===== config.mk =====
export PLATFORM = sky130hd
export DESIGN_NAME = pcm_dual_port
export DESIGN_NICKNAME = d
export VERILOG_FILES = /design/src/rtl/pcm_port_pkg.sv /design/src/rtl/pcm_bclk_edges.sv /design/src/rtl/pcm_tx_engine.sv /design/src/rtl/pcm_rx_engine.sv /design/src/rtl/pcm_dual_port.sv
export SDC_FILE = /design/constraint.sdc
export NUM_CORES = 1
export LEC_CHECK = 0
export BUFFER_PORTS_ARGS = -buffer_cell sky130_fd_sc_hd__buf_4
export CAP_MARGIN = 10
export CORE_UTILIZATION = 60
export DETAILED_ROUTE_END_ITERATION = 10
export PLACE_DENSITY_LB_ADDON = 0.25
export SETUP_SLACK_MARGIN = 0.4
export SLEW_MARGIN = 20
export SYNTH_ARGS = -nofsm -noshare
export SYNTH_HDL_FRONTEND = slang
export SYNTH_HIERARCHICAL = 1
export SYNTH_SLANG_ARGS = --single-unit

===== constraint.sdc =====
create_clock -name clk -period 3.61 [get_ports clk]
set_input_delay 0.361 -clock clk [delete_from_list [all_inputs] [get_ports clk]]
set_output_delay 0.361 -clock clk [all_outputs]
set_load 0.02 [all_outputs]

===== src/rtl/pcm_port_pkg.sv =====
package pcm_port_pkg;

    // Shared framing states for the transmit and receive engines.
    typedef enum logic [1:0] {
        LINK_IDLE  = 2'd0,
        LINK_ARMED = 2'd1,
        LINK_SHIFT = 2'd2
    } link_state_e;

endpackage


===== src/rtl/pcm_bclk_edges.sv =====
module pcm_bclk_edges (
    input  logic clk,
    input  logic rst_n,
    input  logic bit_clk,
    output logic rise,
    output logic fall
);

    logic bclk_q;

    always_ff @(posedge clk or negedge rst_n) begin
        if (!rst_n) begin
            bclk_q <= 1'b0;
        end else begin
            bclk_q <= bit_clk;
        end
    end

    // One-cycle strobes at each bit clock transition.
    assign rise = bit_clk & ~bclk_q;
    assign fall = ~bit_clk & bclk_q;

endmodule


===== src/rtl/pcm_tx_engine.sv =====
module pcm_tx_engine
    import pcm_port_pkg::*;
#(
    parameter int SAMPLE_W = 8
) (
    input  logic                clk,
    input  logic                rst_n,
    input  logic                rise,
    input  logic                fall,
    input  logic                fs,
    input  logic                split_mode,
    input  logic [SAMPLE_W-1:0] samp1,
    input  logic [SAMPLE_W-1:0] samp2,
    output logic [1:0]          lane_d,
    output logic [1:0]          lane_drv
);

    localparam int FRAME_W = 2 * SAMPLE_W;
    localparam int CNT_W   = $clog2(FRAME_W);
    localparam logic [CNT_W-1:0] LAST_SPLIT  = CNT_W'(SAMPLE_W - 1);
    localparam logic [CNT_W-1:0] LAST_SHARED = CNT_W'(FRAME_W - 1);

    link_state_e        state, state_nx;
    logic [FRAME_W-1:0] hold_q;
    logic [FRAME_W-1:0] shift_q;
    logic               hold_split_q;
    logic               act_split_q;
    logic [CNT_W-1:0]   cnt_q;
    logic               drv_q;
    logic [CNT_W-1:0]   last;
    logic               sync;

    assign sync = fall & fs;
    assign last = act_split_q ? LAST_SPLIT : LAST_SHARED;

    // Next-state selection.
    always_comb begin
        state_nx = state;
        unique case (state)
            LINK_IDLE: begin
                if (sync) state_nx = LINK_ARMED;
            end
            LINK_ARMED: begin
                if (sync)      state_nx = LINK_ARMED;
                else if (rise) state_nx = LINK_SHIFT;
            end
            LINK_SHIFT: begin
                if (sync)                      state_nx = LINK_ARMED;
                else if (rise && cnt_q == last) state_nx = LINK_IDLE;
            end
            default: state_nx = LINK_IDLE;
        endcase
    end

    // State register with its datapath: capture at sync, load and shift on rises.
    always_ff @(posedge clk or negedge rst_n) begin
        if (!rst_n) begin
            state        <= LINK_IDLE;
            hold_q       <= '0;
            hold_split_q <= 1'b0;
            shift_q      <= '0;
            act_split_q  <= 1'b0;
            cnt_q        <= '0;
        end else begin
            state <= state_nx;
            if (sync) begin
                hold_q       <= {samp1, samp2};
                hold_split_q <= split_mode;
            end
            if (state == LINK_ARMED && rise) begin
                shift_q     <= hold_q;
                act_split_q <= hold_split_q;
                cnt_q       <= '0;
            end else if (state == LINK_SHIFT && rise && cnt_q != last) begin
                shift_q <= {shift_q[FRAME_W-2:0], 1'b0};
                cnt_q   <= cnt_q + 1'b1;
            end
        end
    end

    // Output register: driver enable changes only on rising bit clock edges.
    always_ff @(posedge clk or negedge rst_n) begin
        if (!rst_n) begin
            drv_q <= 1'b0;
        end else if (rise) begin
            drv_q <= (state_nx == LINK_SHIFT);
        end
    end

    // Lane 1 sees the top of the register; lane 2 the top of the lower half.
    assign lane_d   = {shift_q[SAMPLE_W-1], shift_q[FRAME_W-1]};
    assign lane_drv = {drv_q & act_split_q, drv_q};

    // the lanes are never driven while no frame is in progress.
    a_r4_idle_quiet: assert property (@(posedge clk) disable iff (!rst_n)
        (state == LINK_IDLE) |-> !drv_q);

    // the bit count never runs past the last bit of the active layout.
    a_r2_cnt_bound: assert property (@(posedge clk) disable iff (!rst_n)
        (state == LINK_SHIFT) |-> (cnt_q <= last));

endmodule


===== src/rtl/pcm_rx_engine.sv =====
module pcm_rx_engine
    import pcm_port_pkg::*;
#(
    parameter int SAMPLE_W = 8
) (
    input  logic                clk,
    input  logic                rst_n,
    input  logic                rise,
    input  logic                fall,
    input  logic                fs,
    input  logic                split_mode,
    input  logic                line1,
    input  logic                line2,
    output logic [SAMPLE_W-1:0] word1,
    output logic [SAMPLE_W-1:0] word2,
    output logic                valid
);

    localparam int FRAME_W = 2 * SAMPLE_W;
    localparam int CNT_W   = $clog2(FRAME_W);
    localparam logic [CNT_W-1:0] LAST_SPLIT  = CNT_W'(SAMPLE_W - 1);
    localparam logic [CNT_W-1:0] LAST_SHARED = CNT_W'(FRAME_W - 1);

    link_state_e        state, state_nx;
    logic [FRAME_W-1:0] shift_q;
    logic [FRAME_W-1:0] shifted;
    logic               split_q;
    logic [CNT_W-1:0]   cnt_q;
    logic [CNT_W-1:0]   last;
    logic               sync;
    logic               take;

    assign sync = fall & fs;
    assign last = split_q ? LAST_SPLIT : LAST_SHARED;
    assign take = fall && (state == LINK_SHIFT);

    // Split layout fills each half from its own lane; shared fills all from lane 2.
    always_comb begin
        if (split_q) begin
            shifted = {shift_q[FRAME_W-2:SAMPLE_W], line1,
                       shift_q[SAMPLE_W-2:0], line2};
        end else begin
            shifted = {shift_q[FRAME_W-2:0], line2};
        end
    end

    always_comb begin
        state_nx = state;
        unique case (state)
            LINK_IDLE: begin
                if (sync) state_nx = LINK_ARMED;
            end
            LINK_ARMED: begin
                if (sync)      state_nx = LINK_ARMED;
                else if (rise) state_nx = LINK_SHIFT;
            end
            LINK_SHIFT: begin
                if (sync)                      state_nx = LINK_ARMED;
                else if (fall && cnt_q == last) state_nx = LINK_IDLE;
            end
            default: state_nx = LINK_IDLE;
        endcase
    end

    // State register and bit assembly.
    always_ff @(posedge clk or negedge rst_n) begin
        if (!rst_n) begin
            state   <= LINK_IDLE;
            shift_q <= '0;
            split_q <= 1'b0;
            cnt_q   <= '0;
        end else begin
            state <= state_nx;
            if (sync) begin
                cnt_q   <= '0;
                split_q <= split_mode;
            end else if (take) begin
                shift_q <= shifted;
                cnt_q   <= cnt_q + 1'b1;
            end
        end
    end

    // Output register: words land only when the final bit arrives.
    always_ff @(posedge clk or negedge rst_n) begin
        if (!rst_n) begin
            word1 <= '0;
            word2 <= '0;
            valid <= 1'b0;
        end else begin
            valid <= 1'b0;
            if (take && cnt_q == last) begin
                word1 <= shifted[FRAME_W-1:SAMPLE_W];
                word2 <= shifted[SAMPLE_W-1:0];
                valid <= 1'b1;
            end
        end
    end

    // held words change only together with the strobe.
    a_r9_words_hold: assert property (@(posedge clk) disable iff (!rst_n)
        !valid |-> $stable({word1, word2}));

    // the strobe lasts a single system clock.
    a_r9_valid_single: assert property (@(posedge clk) disable iff (!rst_n)
        valid |=> !valid);

    // an armed frame always starts counting from zero.
    a_r10_armed_clear: assert property (@(posedge clk) disable iff (!rst_n)
        (state == LINK_ARMED) |-> (cnt_q == '0));

endmodule


===== src/rtl/pcm_dual_port.sv =====
module pcm_dual_port #(
    parameter int SAMPLE_W = 8
) (
    input  logic                clk,
    input  logic                rst_n,
    input  logic                bit_clk,
    input  logic                fs_tx,
    input  logic                fs_rx,
    input  logic                split_mode,
    input  logic                tx_dis,
    input  logic [SAMPLE_W-1:0] tx_samp1,
    input  logic [SAMPLE_W-1:0] tx_samp2,
    input  logic                rx_line1,
    input  logic                rx_line2,
    output logic                tx_line1,
    output logic                tx_oe1,
    output logic                tx_line2,
    output logic                tx_oe2,
    output logic [SAMPLE_W-1:0] rx_samp1,
    output logic [SAMPLE_W-1:0] rx_samp2,
    output logic                rx_valid
);

    logic       rise, fall;
    logic [1:0] lane_d, lane_drv;

    pcm_bclk_edges u_edges (
        .clk     (clk),
        .rst_n   (rst_n),
        .bit_clk (bit_clk),
        .rise    (rise),
        .fall    (fall)
    );

    pcm_tx_engine #(.SAMPLE_W(SAMPLE_W)) u_tx (
        .clk        (clk),
        .rst_n      (rst_n),
        .rise       (rise),
        .fall       (fall),
        .fs         (fs_tx),
        .split_mode (split_mode),
        .samp1      (tx_samp1),
        .samp2      (tx_samp2),
        .lane_d     (lane_d),
        .lane_drv   (lane_drv)
    );

    pcm_rx_engine #(.SAMPLE_W(SAMPLE_W)) u_rx (
        .clk        (clk),
        .rst_n      (rst_n),
        .rise       (rise),
        .fall       (fall),
        .fs         (fs_rx),
        .split_mode (split_mode),
        .line1      (rx_line1),
        .line2      (rx_line2),
        .word1      (rx_samp1),
        .word2      (rx_samp2),
        .valid      (rx_valid)
    );

    // The disable masks the pad drivers only; framing keeps running.
    assign tx_line1 = lane_d[0];
    assign tx_line2 = lane_d[1];
    assign tx_oe1   = lane_drv[0] & ~tx_dis;
    assign tx_oe2   = lane_drv[1] & ~tx_dis;

endmodule


; Word-level counts from Yosys, hierarchy flattened
; Index checks and enable logic that the tools add are counted.
[totals]
output_inout_bits = 21
regBits = 81
word_cells = 74
[op_classes]
n_addsub = 2
bitwise = 11
n_mux = 22
n_reduce_logical = 13
n_eq_ne = 11
[op_table]
columns = cell, count
row1 = $mux 16, 2
row2 = $mux 4, 6
row3 = $mux 2, 10
row4 = $pmux 2 s3, 2
row5 = $mux 9, 1
row6 = $add 4x1->4 const B, 2
row7 = $eq 4x4->1, 2
row8 = $and 1x1->1, 7
row9 = $logic_and 1x1->1, 7
row10 = $eq 2x2->1 const B, 3
row11 = $ne 3x2->1 const B, 2
row12 = $eq 2x1->1 const B, 2
row13 = $logic_not 2->1, 2
row14 = $ne 4x4->1, 1
row15 = $not 1->1, 4
row16 = $reduce_bool 2->1, 2
row17 = $reduce_and 3->1, 1
row18 = $ne 2x1->1 const B, 1
row19 = $reduce_and 2->1, 1
row20 = $mux 1, 1

; Logic depth before layout (Yosys ltp)
; Gate-level depths: netlist of the first run.
[depth]
ltp_word = 7
ltp_mapped = 7
ltp_nobuf = 5

; Hierarchy
; Netlist of the first run, hierarchy kept.
[by_module_without_submodules]
columns = module, seq_area_each_um2, area_per_inst_um2, instances, cells_each
row1 = pcm_tx_engine, 1026.0, 1825.5, 1, 167
row2 = pcm_rx_engine, 975.9, 1590.3, 1, 109
row3 = pcm_bclk_edges, 25.0, 40.0, 1, 3
row4 = pcm_dual_port, 0.0, 12.5, 1, 2

; Worst setup path before layout of the first run
; Ideal clock, no wire load.
[synth_timing]
kind = input-to-reg
start = in bit_clk
end = reg u_rx.word2[0]
t_arrival_ns = 1.665
cell_stages = 6
path_buffers = 2
path_slack_ns = 1.820
path_cell_list = and2b_2 clkbuf_2 nand3b_2 nor3_4 buf_6 mux2_2
[synth_via]
elab_chain_cells = 4
[synth_rtl]
columns = item, line_no
row1 = from (decl), pcm_dual_port.sv:6  ; input logic bit_clk,
row2 = $not 1->1, pcm_bclk_edges.sv:21  ; assign fall = ~bit_clk & bclk_q;
row3 = $and 1x1->1, pcm_bclk_edges.sv:21
row4 = $logic_and 1x1->1, pcm_rx_engine.sv:35  ; assign take = fall && (state == LINK_SHIFT);
row5 = $logic_and 1x1->1, pcm_rx_engine.sv:92  ; if (take && cnt_q == last) begin
row6 = to (signal assigned), pcm_rx_engine.sv:94  ; word2 <= shifted[SAMPLE_W-1:0];
row7 = to (decl), pcm_rx_engine.sv:15  ; output logic [SAMPLE_W-1:0] word2,
; No other way between the ends.
; A chain may end at the register's enable or synchronous reset.

; Final worst setup path of the first run
[layout_timing]
start = reg u_rx.cnt_q[0]
end = reg u_rx.word2[4]
[layout_via]
elab_chain_cells = 2
[layout_rtl]
columns = item, line_no
row1 = from (decl), pcm_rx_engine.sv:28  ; logic [CNT_W-1:0] cnt_q;
row2 = from (signal assigned), pcm_rx_engine.sv:79  ; cnt_q <= cnt_q + 1'b1;
row3 = $eq 4x4->1, pcm_rx_engine.sv:92
row4 = $logic_and 1x1->1, pcm_rx_engine.sv:92
; No other way between the ends.

==> results of run 1 <==
[metal layers]
metal / vias up / routed length [um]
met5: - / 0
met4: 0 / 189
met3: 17 / 239
met2: 66 / 2740
met1: 1122 / 2910
li1: 1049 / -
[cell families after synthesis]
kind of cell,synth area share [%]
and+or+nand+nor,14.4
DFF,58.4
muxes,16.1
AOI/OAI and AO/OA,4.98
buffers and inverters,4.36
xor gates and xnor gates,0.974
adders and majority gates,0.721
[worst max-delay path, cell delays in order (launching register included)]
cell,delay (ns)
dfrtp_1,0.43
ha_1,0.22
nand2_1,0.13
nor3_4,0.75
mux2_2,0.42
[sequential cells by signal, summed over array words and instances (netlist names)]
name,flops
u_rx/word1,8
u_rx/valid,1
u_tx/hold_split_q,1
u_tx/drv_q,1
u_tx/hold_q,16
u_edges/bclk_q,1
u_tx/cnt_q,4
u_tx/shift_q,16
u_tx/state,2
u_rx/word2,8
u_rx/split_q,1
u_rx/shift_q,15
u_rx/state,2
u_tx/act_split_q,1
u_rx/cnt_q,4
[stage by stage]
stage | worst slack [ns] | util [%] | hold WS (ns) | total power [uW] | std cells
global placement | 1.41 | 68.3 | 0.451 | 1650 | 382
floorplan | 1.82 | - | 0.0654 | 1540 | 281
global route | 1.42 | 71.0 | 0.134 | 2330 | 395
CTS | 1.54 | 71.0 | 0.134 | 2230 | 395
detailed placement | 1.37 | 68.3 | 0.452 | 1680 | 382
finish | 1.54 | 71.0 | 0.150 | 2210 | 395
[power by group through the flow]
stage / clock, uW / combinational [uW] / sequential, uW
2_1_floorplan: 0 / 315 / 1230
3_3_place_gp: 0 / 406 / 1240
3_5_place_dp: 0 / 427 / 1260
4_1_cts: 556 / 431 / 1240
5_1_grt: 588 / 473 / 1270
6_report: 542 / 426 / 1240
[worst paths after layout]
path | from | end | slack, ns | depth (start not counted)
max | u_rx/cnt_q[0] | u_rx/word2[4] | 1.54 | 4
min in group asynchronous | rst_n | u_rx/cnt_q[1] | 0.19 | 1
max reg2reg | u_rx/cnt_q[0] | u_rx/word2[4] | 1.54 | 4
min | bit_clk | u_edges/bclk_q | 0.15 | 1
max in group asynchronous | rst_n | u_tx/shift_q[8] | 2.79 | 1
min reg2reg | u_tx/hold_q[0] | u_tx/shift_q[0] | 0.47 | 2
[layout by cell type (no fill, tap or decap), drive strengths merged, types with 3 or more instances in the layout]
master,instances
mux2i,3
inv,6
nor2b,5
nand3,31
nor2,4
mux2,47
nand2,44
dfrtp,81
nand3b,4
a21oi,5
clkbuf,12
buf,45
a31oi,3
nand2b,3
[Yosys cell counts, drive strengths merged]
cell type  instances
nor2               4
nand2b             3
xnor2              2
nand2             44
clkbuf             2
buf               14
a311oi             1
and2b              1
dfrtp             81
nand3b             4
nor2b              5
nand3             31
a2bb2oi            2
inv                6
nor4bb             1
or2b               1
o221ai             1
nor3               1
a21boi             2
a31oi              3
mux2i              3
ha                 2
o22ai              2
a22o               1
o2bb2ai            1
or3                2
a31o               1
and2               2
mux2              47
a21oi              5
a22oi              2
xor2               1
nand4              1
o21ai              2
[final cells by class]
type / count / share of cell area (%)
Clock buffer: 12 / 3.69
Clock inverter: 1 / 0.127
Inverter: 6 / 0.573
Multi-Input combinational cell: 178 / 33.2
Sequential cell: 81 / 51.5
Tap cell: 72 / 2.29
Timing Repair Buffer: 45 / 8.59
==> results.yml, run 1 <==
power_and_ir_drop:
  seq_power_share_pct: 56.2
  p_per_area_nw_per_um2: 562
  power_frac_comb_pct: 19.3
  p_int_uw: 1570
  pwr-share-clk_pct: 24.5
  switching_share_pct: 28.8
  p_switching_uw: 638
  peakVddDrop_v: 0.000332
  power.leakage_uw: 0.00193
placement:
  gp_congestion: 0.752
  dp_hpwl_mm: 3.84
  portBuffers: 45
  postPlaceCellArea_um2: 3780
logic_synthesis:
  syn_area_per_cell_um2: 12.3
  ys_seq_area_share_pct: 58.4
  yosys_register_bits: 81
  syn_inst: 281
  synth.distinct_cells: 42
  yosysTopAreaCell: "dfrtp_1"
  synth_fp_nets: 308
  yosysTopAreaCellShare_pct: 58.4
  yosysWarnings: 6
  synthTopCellsByArea: "dfrtp_1, mux2_2, nand2_1"
  syn_area_um2: 3470
clock_network:
  root_buffer: "clkbuf_8"
  numCtsBuffers: 9
  cts_resized: 0
  cts_tree: "done"
  clk_latency_ns: 0.33
  clock_path_buffers: 2
  hold_buffers: 0
  cts.clk_slew.worst_paths_ns: 0.07
  htree_levels: 3
  cts_sinks: 81
  post-cts-setup-buffers: 0
critical_path:
  path_class: "reg -> reg"
  end_kind: "flop"
  cp_max_fo: 17
  cp-start-kind: "flop"
  worst_ep_required_time_ns: 3.83
  arrival_ns: 2.29
global_routing:
  gr-total-overflow: 0
  top_usage_layer: "met2"
  met3_usage_pct: 3.49
  antenna_found_initial: 0
  grt_use_met2_pct: 32.1
  grt_pass1_vias: 2151
  grt_max_degree: 82
  grt_pass1_wl_mm: 10.1
  track_usage_pct: 21.8
  use_met1_pct: 30.4
die:
  die_x_um: 78.0
  core_region_area_um2: 5540
  die_area_um2: 6090
  fp-row-count: 27
  die_h_um: 78.0
  start_util_pct: 62.6
  io_pins: 46
sta:
  fin_skew_ns: 0.00611
  clock.fmax_mhz: 483
  tightest_slew_ns: 1.07
  fin_tns_setup_ns: 0
  slew_headroom_pct: 28.6
  period_share_pct: 57.3
  finalHoldViolCount: 0
  finalMaxSlewViolations: 0
  setup_viol: 0
  grt_setup_unrepaired: "no"
  fin_crit_ns: 2.07
finish:
  nFillCells: 428
  area_growth_pct: 13.4
  fin_area_um2: 3930
  regArea_um2: 2030
  diodes: 0
  finalNetCount: 348
  multi_input_area_um2: 1310
  layout-drive-gt1-share_pct: 34.7
worst_hold_path:
  min_path_type: "in -> reg"
route:
  ant_nets: 0
  viasPerCell: 5.71
  drt_iter0_markers: 153
  drt_wl_total_mm: 6.08
  routedWlPerCell_um: 15.4
  firstDrtPassIters: 4
  dr_total_vias: 2254
  drc_errors: 0
outcome:
  status: "finished, final reports clean"
flow_run:
  maxCapViolations: 0
No activity file was read; power rests on OpenSTA's default activity.
==> run 2, diff against run 1 <==
--- a/config.mk
+++ b/config.mk
@@ -7,7 +7,7 @@
 export LEC_CHECK = 0
 export BUFFER_PORTS_ARGS = -buffer_cell sky130_fd_sc_hd__buf_4
 export CAP_MARGIN = 10
-export CORE_UTILIZATION = 60
+export CORE_UTILIZATION = 51
 export DETAILED_ROUTE_END_ITERATION = 10
 export PLACE_DENSITY_LB_ADDON = 0.25
 export SETUP_SLACK_MARGIN = 0.4
==> constraint.sdc (replaced) <==
create_clock -name clk -period 1.9 [get_ports clk]
set_input_delay 0.19 -clock clk [delete_from_list [all_inputs] [get_ports clk]]
set_output_delay 0.19 -clock clk [all_outputs]
set_load 0.02 [all_outputs]
==> run 2 against run 1 <==
Against the previous run: register-to-register slack got worse by 1.2 ns; sequential power rose by 90%; wire length rose by 17%; combinational power rose by 130%; global-route usage fell by 1.5 points; core utilization fell by 2.3 points; the flow now finishes with violations (design-rule violations); flip-flop and latch count did not move; non-clock buffer count rose by 27; critical path depth rose by 1; maximum frequency rose by 33%; final cell count rose by 9.1%.
==> results.yml, run 2 (synthesis gave the netlist of run 1 again) <==
clock_network:
  clk_latency_ns: 0.35
  cts_tree: "done"
  htree_levels: 3
  root_buffer: "clkbuf_8"
  cts_sinks: 81
  cts.clk_slew.worst_paths_ns: 0.08
  clock_path_buffers: 2
  numCtsBuffers: 9
power_and_ir_drop:
  p_per_area_nw_per_um2: 1070
  p_switching_uw: 1360
  switching_share_pct: 28.8
  seq_power_share_pct: 50.0
  power.leakage_uw: 0.00217
  p_int_uw: 3370
  peakVddDrop_v: 0.000687
  power_frac_comb_pct: 21.0
  pwr-share-clk_pct: 29.0
route:
  routedWlPerCell_um: 16.5
  firstDrtPassIters: 9
  drt_iter0_markers: 186
  dr_total_vias: 2377
  drc_errors: 3
  ant_nets: 0
  viasPerCell: 5.52
  drt_wl_total_mm: 7.10
global_routing:
  grt_pass1_wl_mm: 11.2
  track_usage_pct: 20.3
  antenna_found_initial: 0
  grt_max_degree: 40
  grt_pass1_vias: 2353
  gr-total-overflow: 0
finish:
  layout-drive-gt1-share_pct: 42.9
  layout_commonest_cell: "dfrtp_1"
  diodes: 0
  finalNetCount: 376
  final_cell_mix: "dfrtp_1, buf_4, nand2_1"
  nFillCells: 455
  area_growth_pct: 27.8
  reg.largest.list: "u_tx/hold_q (16), u_tx/shift_q (16), u_rx/shift_q (15)"
sta:
  tightest_slew_ns: 0.480
  clock.fmax_mhz: 641
  fin_skew_ns: 0.0126
  finalMaxSlewViolations: 0
  finalHoldViolCount: 0
  grt_setup_unrepaired: "yes"
  fin_crit_ns: 1.56
  fin_ws_ns: 0.341
  fin_tns_setup_ns: 0
  setup_viol: 0
  period_share_pct: 82.0
  slew_headroom_pct: 68.0
die:
  start_util_pct: 53.7
  fp-row-count: 29
  die_x_um: 84.5
  core_region_area_um2: 6460
  die_h_um: 84.5
  io_pins: 46
  die_area_um2: 7130
critical_path:
  worst_ep_required_time_ns: 2.13
  cp_max_fo: 6
  path_class: "reg -> reg"
  end_kind: "flop"
  cp-start-kind: "flop"
  rr_worst_depth: 5
  ff2ff_setup_slack_ns: 0.34
  path_cells: "ha_4 -> nand2_4 -> nor3_4 -> buf_6 -> mux2_2"
  arrival_ns: 1.79
  crit_slowest_cell: "dfrtp_1"
  critical_path.max_stage_delay_ns: 0.40
outcome:
  violations: "design-rule violations"
  status: "finished, violations left"
placement:
  gp_congestion: 0.759
  place_ws_ns: 0.239
  dp_hpwl_mm: 4.12
  portBuffers: 45
worst_hold_path:
  whs_path_depth: 2
  min_path_type: "in -> reg"
flow_run:
  maxCapViolations: 0
[run 2: cell types whose count changed in the layout (fill, tap and decap cells not counted), sizes merged]
| cell | delta |
|---|---|
| clkinv | +3 |
| a31o | +1 |
| buf | +24 |
| clkinvlp | +1 |
| bufinv | +2 |
| clkbuf | -2 |
| dlygate4sd3 | +2 |
[run 2: critical path, delay by kind of cell, from the launching register on]
kind | cells | cell delay (ns)
adder cells (fa/ha/maj) | 1 | 0.17
buffers and inverters | 1 | 0.19
flip-flops | 1 | 0.40
multiplexers | 1 | 0.35
AND/OR/NAND/NOR | 2 | 0.34
[run 2: metrics by stage]
stage | area, um2 | utilization (%) | hold slack (ns) | std cells | power (uW)
floorplan | 3520 | - | -0.106 | 281 | 2950
global placement | 3920 | 60.7 | 0.188 | 397 | 3170
finish | 4430 | 68.6 | 0.0671 | 431 | 4730
detailed placement | 3920 | 60.7 | 0.190 | 397 | 3220
global route | 4430 | 68.6 | 0.0586 | 431 | 4980
CTS | 4290 | 66.4 | 0.0530 | 425 | 4640
[run 2: area by class of cell]
cell class	instances	area [um2]	share of cell area, %
Clock buffer	9	124	2.79
Clock inverter	7	95.1	2.15
Inverter	6	22.5	0.508
Multi-Input combinational cell	179	1460	32.9
Sequential cell	81	2030	45.8
Tap cell	77	96.3	2.17
Timing Repair Buffer	72	607	13.7
[run 2: final timing paths]
kind	to	start
worst max-delay path	u_rx/word2[6]	u_rx/cnt_q[0]
worst min-delay path	u_tx/hold_q[7]	tx_samp2[7]
worst max register to register	u_rx/word2[6]	u_rx/cnt_q[0]
worst min register to register	u_tx/act_split_q	u_tx/hold_split_q
max in group asynchronous	u_tx/shift_q[13]	rst_n
min in group asynchronous	u_rx/word1[5]	rst_n
[run 2: power groups by stage]
| stage | registers (uW) | logic (uW) | clock network, uW |
|---|---|---|---|
| after floorplan | 2330 | 619 | 0 |
| after global placement | 2370 | 802 | 0 |
| after detailed placement | 2380 | 840 | 0 |
| after CTS | 2340 | 905 | 1390 |
| after global routing | 2410 | 1090 | 1470 |
| final | 2360 | 995 | 1370 |
[run 2: what timing repair did]
item | 4_1_cts | 5_1_grt
setup endpoints to repair | 55 | 66
hold endpoints to repair | 37 | 0
setup buffers | 9 | 4
pin swaps | 2 | 4
cloned | 1 | 2
hold buffers | 2 | 0
gates resized for setup | 17 | 18
[run 2: metal layers]
metal	share of wire, %	GRT usage (%)	up-vias
met5	0	0	-
met4	1.6	9.71	0
met1	47	29.1	1207
li1	-	-	1113
met2	48	30.1	47
met3	3.0	3.74	10
==> run 3, diff against run 2 <==
--- a/config.mk
+++ b/config.mk
@@ -7,7 +7,7 @@
 export LEC_CHECK = 0
 export BUFFER_PORTS_ARGS = -buffer_cell sky130_fd_sc_hd__buf_4
 export CAP_MARGIN = 10
-export CORE_UTILIZATION = 51
+export CORE_UTILIZATION = 57
 export DETAILED_ROUTE_END_ITERATION = 10
 export PLACE_DENSITY_LB_ADDON = 0.25
 export SETUP_SLACK_MARGIN = 0.4
==> constraint.sdc (replaced) <==
create_clock -name clk -period 1.5 [get_ports clk]
set_input_delay 0.15 -clock clk [delete_from_list [all_inputs] [get_ports clk]]
set_output_delay 0.15 -clock clk [all_outputs]
set_load 0.02 [all_outputs]
==> run 3 against run 2 <==
Against the previous run: the run ends with negative setup slack left; clock-buffer cell count is 2 higher; die area down 10%; design area increased by 16%; register-to-register slack lost 0.46 ns; flip-flop and latch count unchanged; core utilization is 19 points higher; first-iteration DRC count rose by 33%; power grew 45%; critical path type unchanged.
==> results.yml, run 3 (synthesis gave the netlist of run 1 again) <==
outcome:
  status: "finished, violations left"
  violations: "negative setup slack"
sta:
  fin_ws_ns: -0.123
  finalMaxSlewViolations: 0
  tightest_slew_ns: 0.514
  hold_slack_ns: 0.0243
  fin_crit_ns: 1.62
  setup_viol: 37
  fin_skew_ns: 0.0141
  slew_headroom_pct: 65.8
  period_share_pct: 108
  finalHoldViolCount: 0
  clock.fmax_mhz: 616
  grt_setup_unrepaired: "yes"
die:
  die_x_um: 80.0
  fp-row-count: 28
  io_pins: 46
  start_util_pct: 58.9
  die_area_um2: 6400
  die_h_um: 80.0
  core_region_area_um2: 5890
critical_path:
  worst_ep_required_time_ns: 1.76
  path_class: "reg -> reg"
  cp-start-kind: "flop"
  arrival_ns: 1.89
  end_kind: "flop"
  cp_max_fo: 8
power_and_ir_drop:
  p_per_area_nw_per_um2: 1330
  power.leakage_uw: 0.00259
  pwr-share-clk_pct: 25.7
  switching_share_pct: 32.9
  p_switching_uw: 2250
  p_int_uw: 4590
  peakVddDrop_v: 0.00111
  seq_power_share_pct: 47.0
  power_frac_comb_pct: 27.2
  p_total_uw: 6840
route:
  viasPerCell: 6.16
  ant_nets: 0
  drt_iter0_markers: 247
  drt_wl_total_mm: 10.6
  dr_total_vias: 2727
  firstDrtPassIters: 4
  drc_errors: 0
  routedWlPerCell_um: 23.8
global_routing:
  gr-total-overflow: 0
  grt_pass1_vias: 2462
  grt_max_degree: 33
  track_usage_pct: 25.6
  grt_pass1_wl_mm: 12.1
  antenna_found_initial: 0
finish:
  reg.largest.list: "u_tx/hold_q (16), u_tx/shift_q (16), u_rx/shift_q (15)"
  finalNetCount: 390
  nFillCells: 236
  layout_commonest_cell: "dfrtp_1"
  final_cell_mix: "dfrtp_1, buf_4, mux2_4"
  area_growth_pct: 48.2
  diodes: 0
  layout-drive-gt1-share_pct: 62.0
  final_core_util_pct: 87.3
clock_network:
  cts_tree: "done"
  htree_levels: 3
  clk_latency_ns: 0.36
  cts.clk_slew.worst_paths_ns: 0.09
  root_buffer: "clkbuf_8"
  numCtsBuffers: 9
  clock_path_buffers: 2
  cts_sinks: 81
flow_run:
  maxCapViolations: 0
placement:
  portBuffers: 45
  place_ws_ns: -0.0137
  dp_hpwl_mm: 4.44
  gp_congestion: 0.761
worst_hold_path:
  min_path_type: "in -> reg"
-- run 3: cell types whose count changed in the layout (fill, tap and decap cells not counted), sizes merged --
cell / change
clkinv: -3
clkbuf: +4
clkinvlp: +1
buf: +11
a31o: +1
-- run 3: per-stage QoR --
stage / setup TNS [ns] / cell area [um2] / instances
5_1_grt: -3.41 / 5140 / 443
3_3_place_gp: 0 / 4040 / 402
6_report: -1.75 / 5140 / 443
4_1_cts: -0.0770 / 4540 / 426
2_1_floorplan: -2.43 / 3570 / 281
3_5_place_dp: -0.0618 / 4040 / 402
-- run 3: worst paths after layout --
path                                 from               end  slack, ns  cells past startpoint
max                        u_edges/bclk_q     u_tx/cnt_q[3]      -0.12                      6
min                           tx_samp2[3]    u_tx/hold_q[3]       0.02                      2
max reg2reg                u_edges/bclk_q     u_tx/cnt_q[3]      -0.12                      6
min reg2reg                u_tx/hold_q[0]    u_tx/hold_q[0]       0.52                      1
max in group asynchronous           rst_n    u_tx/hold_q[0]       0.64                      3
min in group asynchronous           rst_n  u_tx/shift_q[13]       0.29                      2
-- run 3: worst max-delay path, stage by stage, from the launching register on --
cell and delay (ns):
dfrtp_1 0.40, nor2b_2 0.17, nand3b_1 0.19, a31oi_4 0.21, buf_12 0.15, nand4_1 0.13, mux2i_1 0.27
-- run 3: routing by layer --
metal / up-vias / track usage [%] / routed length, um
li1: 1140 / - / -
met1: 1406 / 33.7 / 4210
met2: 133 / 39.7 / 5250
met3: 48 / 5.83 / 632
met4: 0 / 12.7 / 459
met5: - / 0 / 0
-- run 3: area by class of cell --
cell class / instances / area [um2] / share of cell area (%)
inverters: 6 / 22.5 / 0.438
multi-input cells: 180 / 1920 / 37.3
flip-flops and latches: 81 / 2030 / 39.6
clock inverters: 5 / 80.1 / 1.56
well taps: 75 / 93.8 / 1.83
repair buffers: 85 / 860 / 16.7
clock buffers: 11 / 131 / 2.56
-- run 3: power groups by stage --
stage | Combinational, uW | Sequential [uW] | Clock [uW]
floorplan | 805 | 2960 | 0
global route | 1950 | 3250 | 1880
finish | 1860 | 3220 | 1760
global placement | 1110 | 2980 | 0
CTS | 1370 | 3000 | 1730
detailed placement | 1170 | 3010 | 0
-- run 3: what timing repair did --
item                                   4_1_cts  5_1_grt
hold buffers                                 2        0
gates resized for setup                     50       93
pin swaps                                    6       47
gates cloned                                 1        7
setup buffers                                5       10
setup endpoints to repair                   81       82
endpoints found under the hold margin       30        0
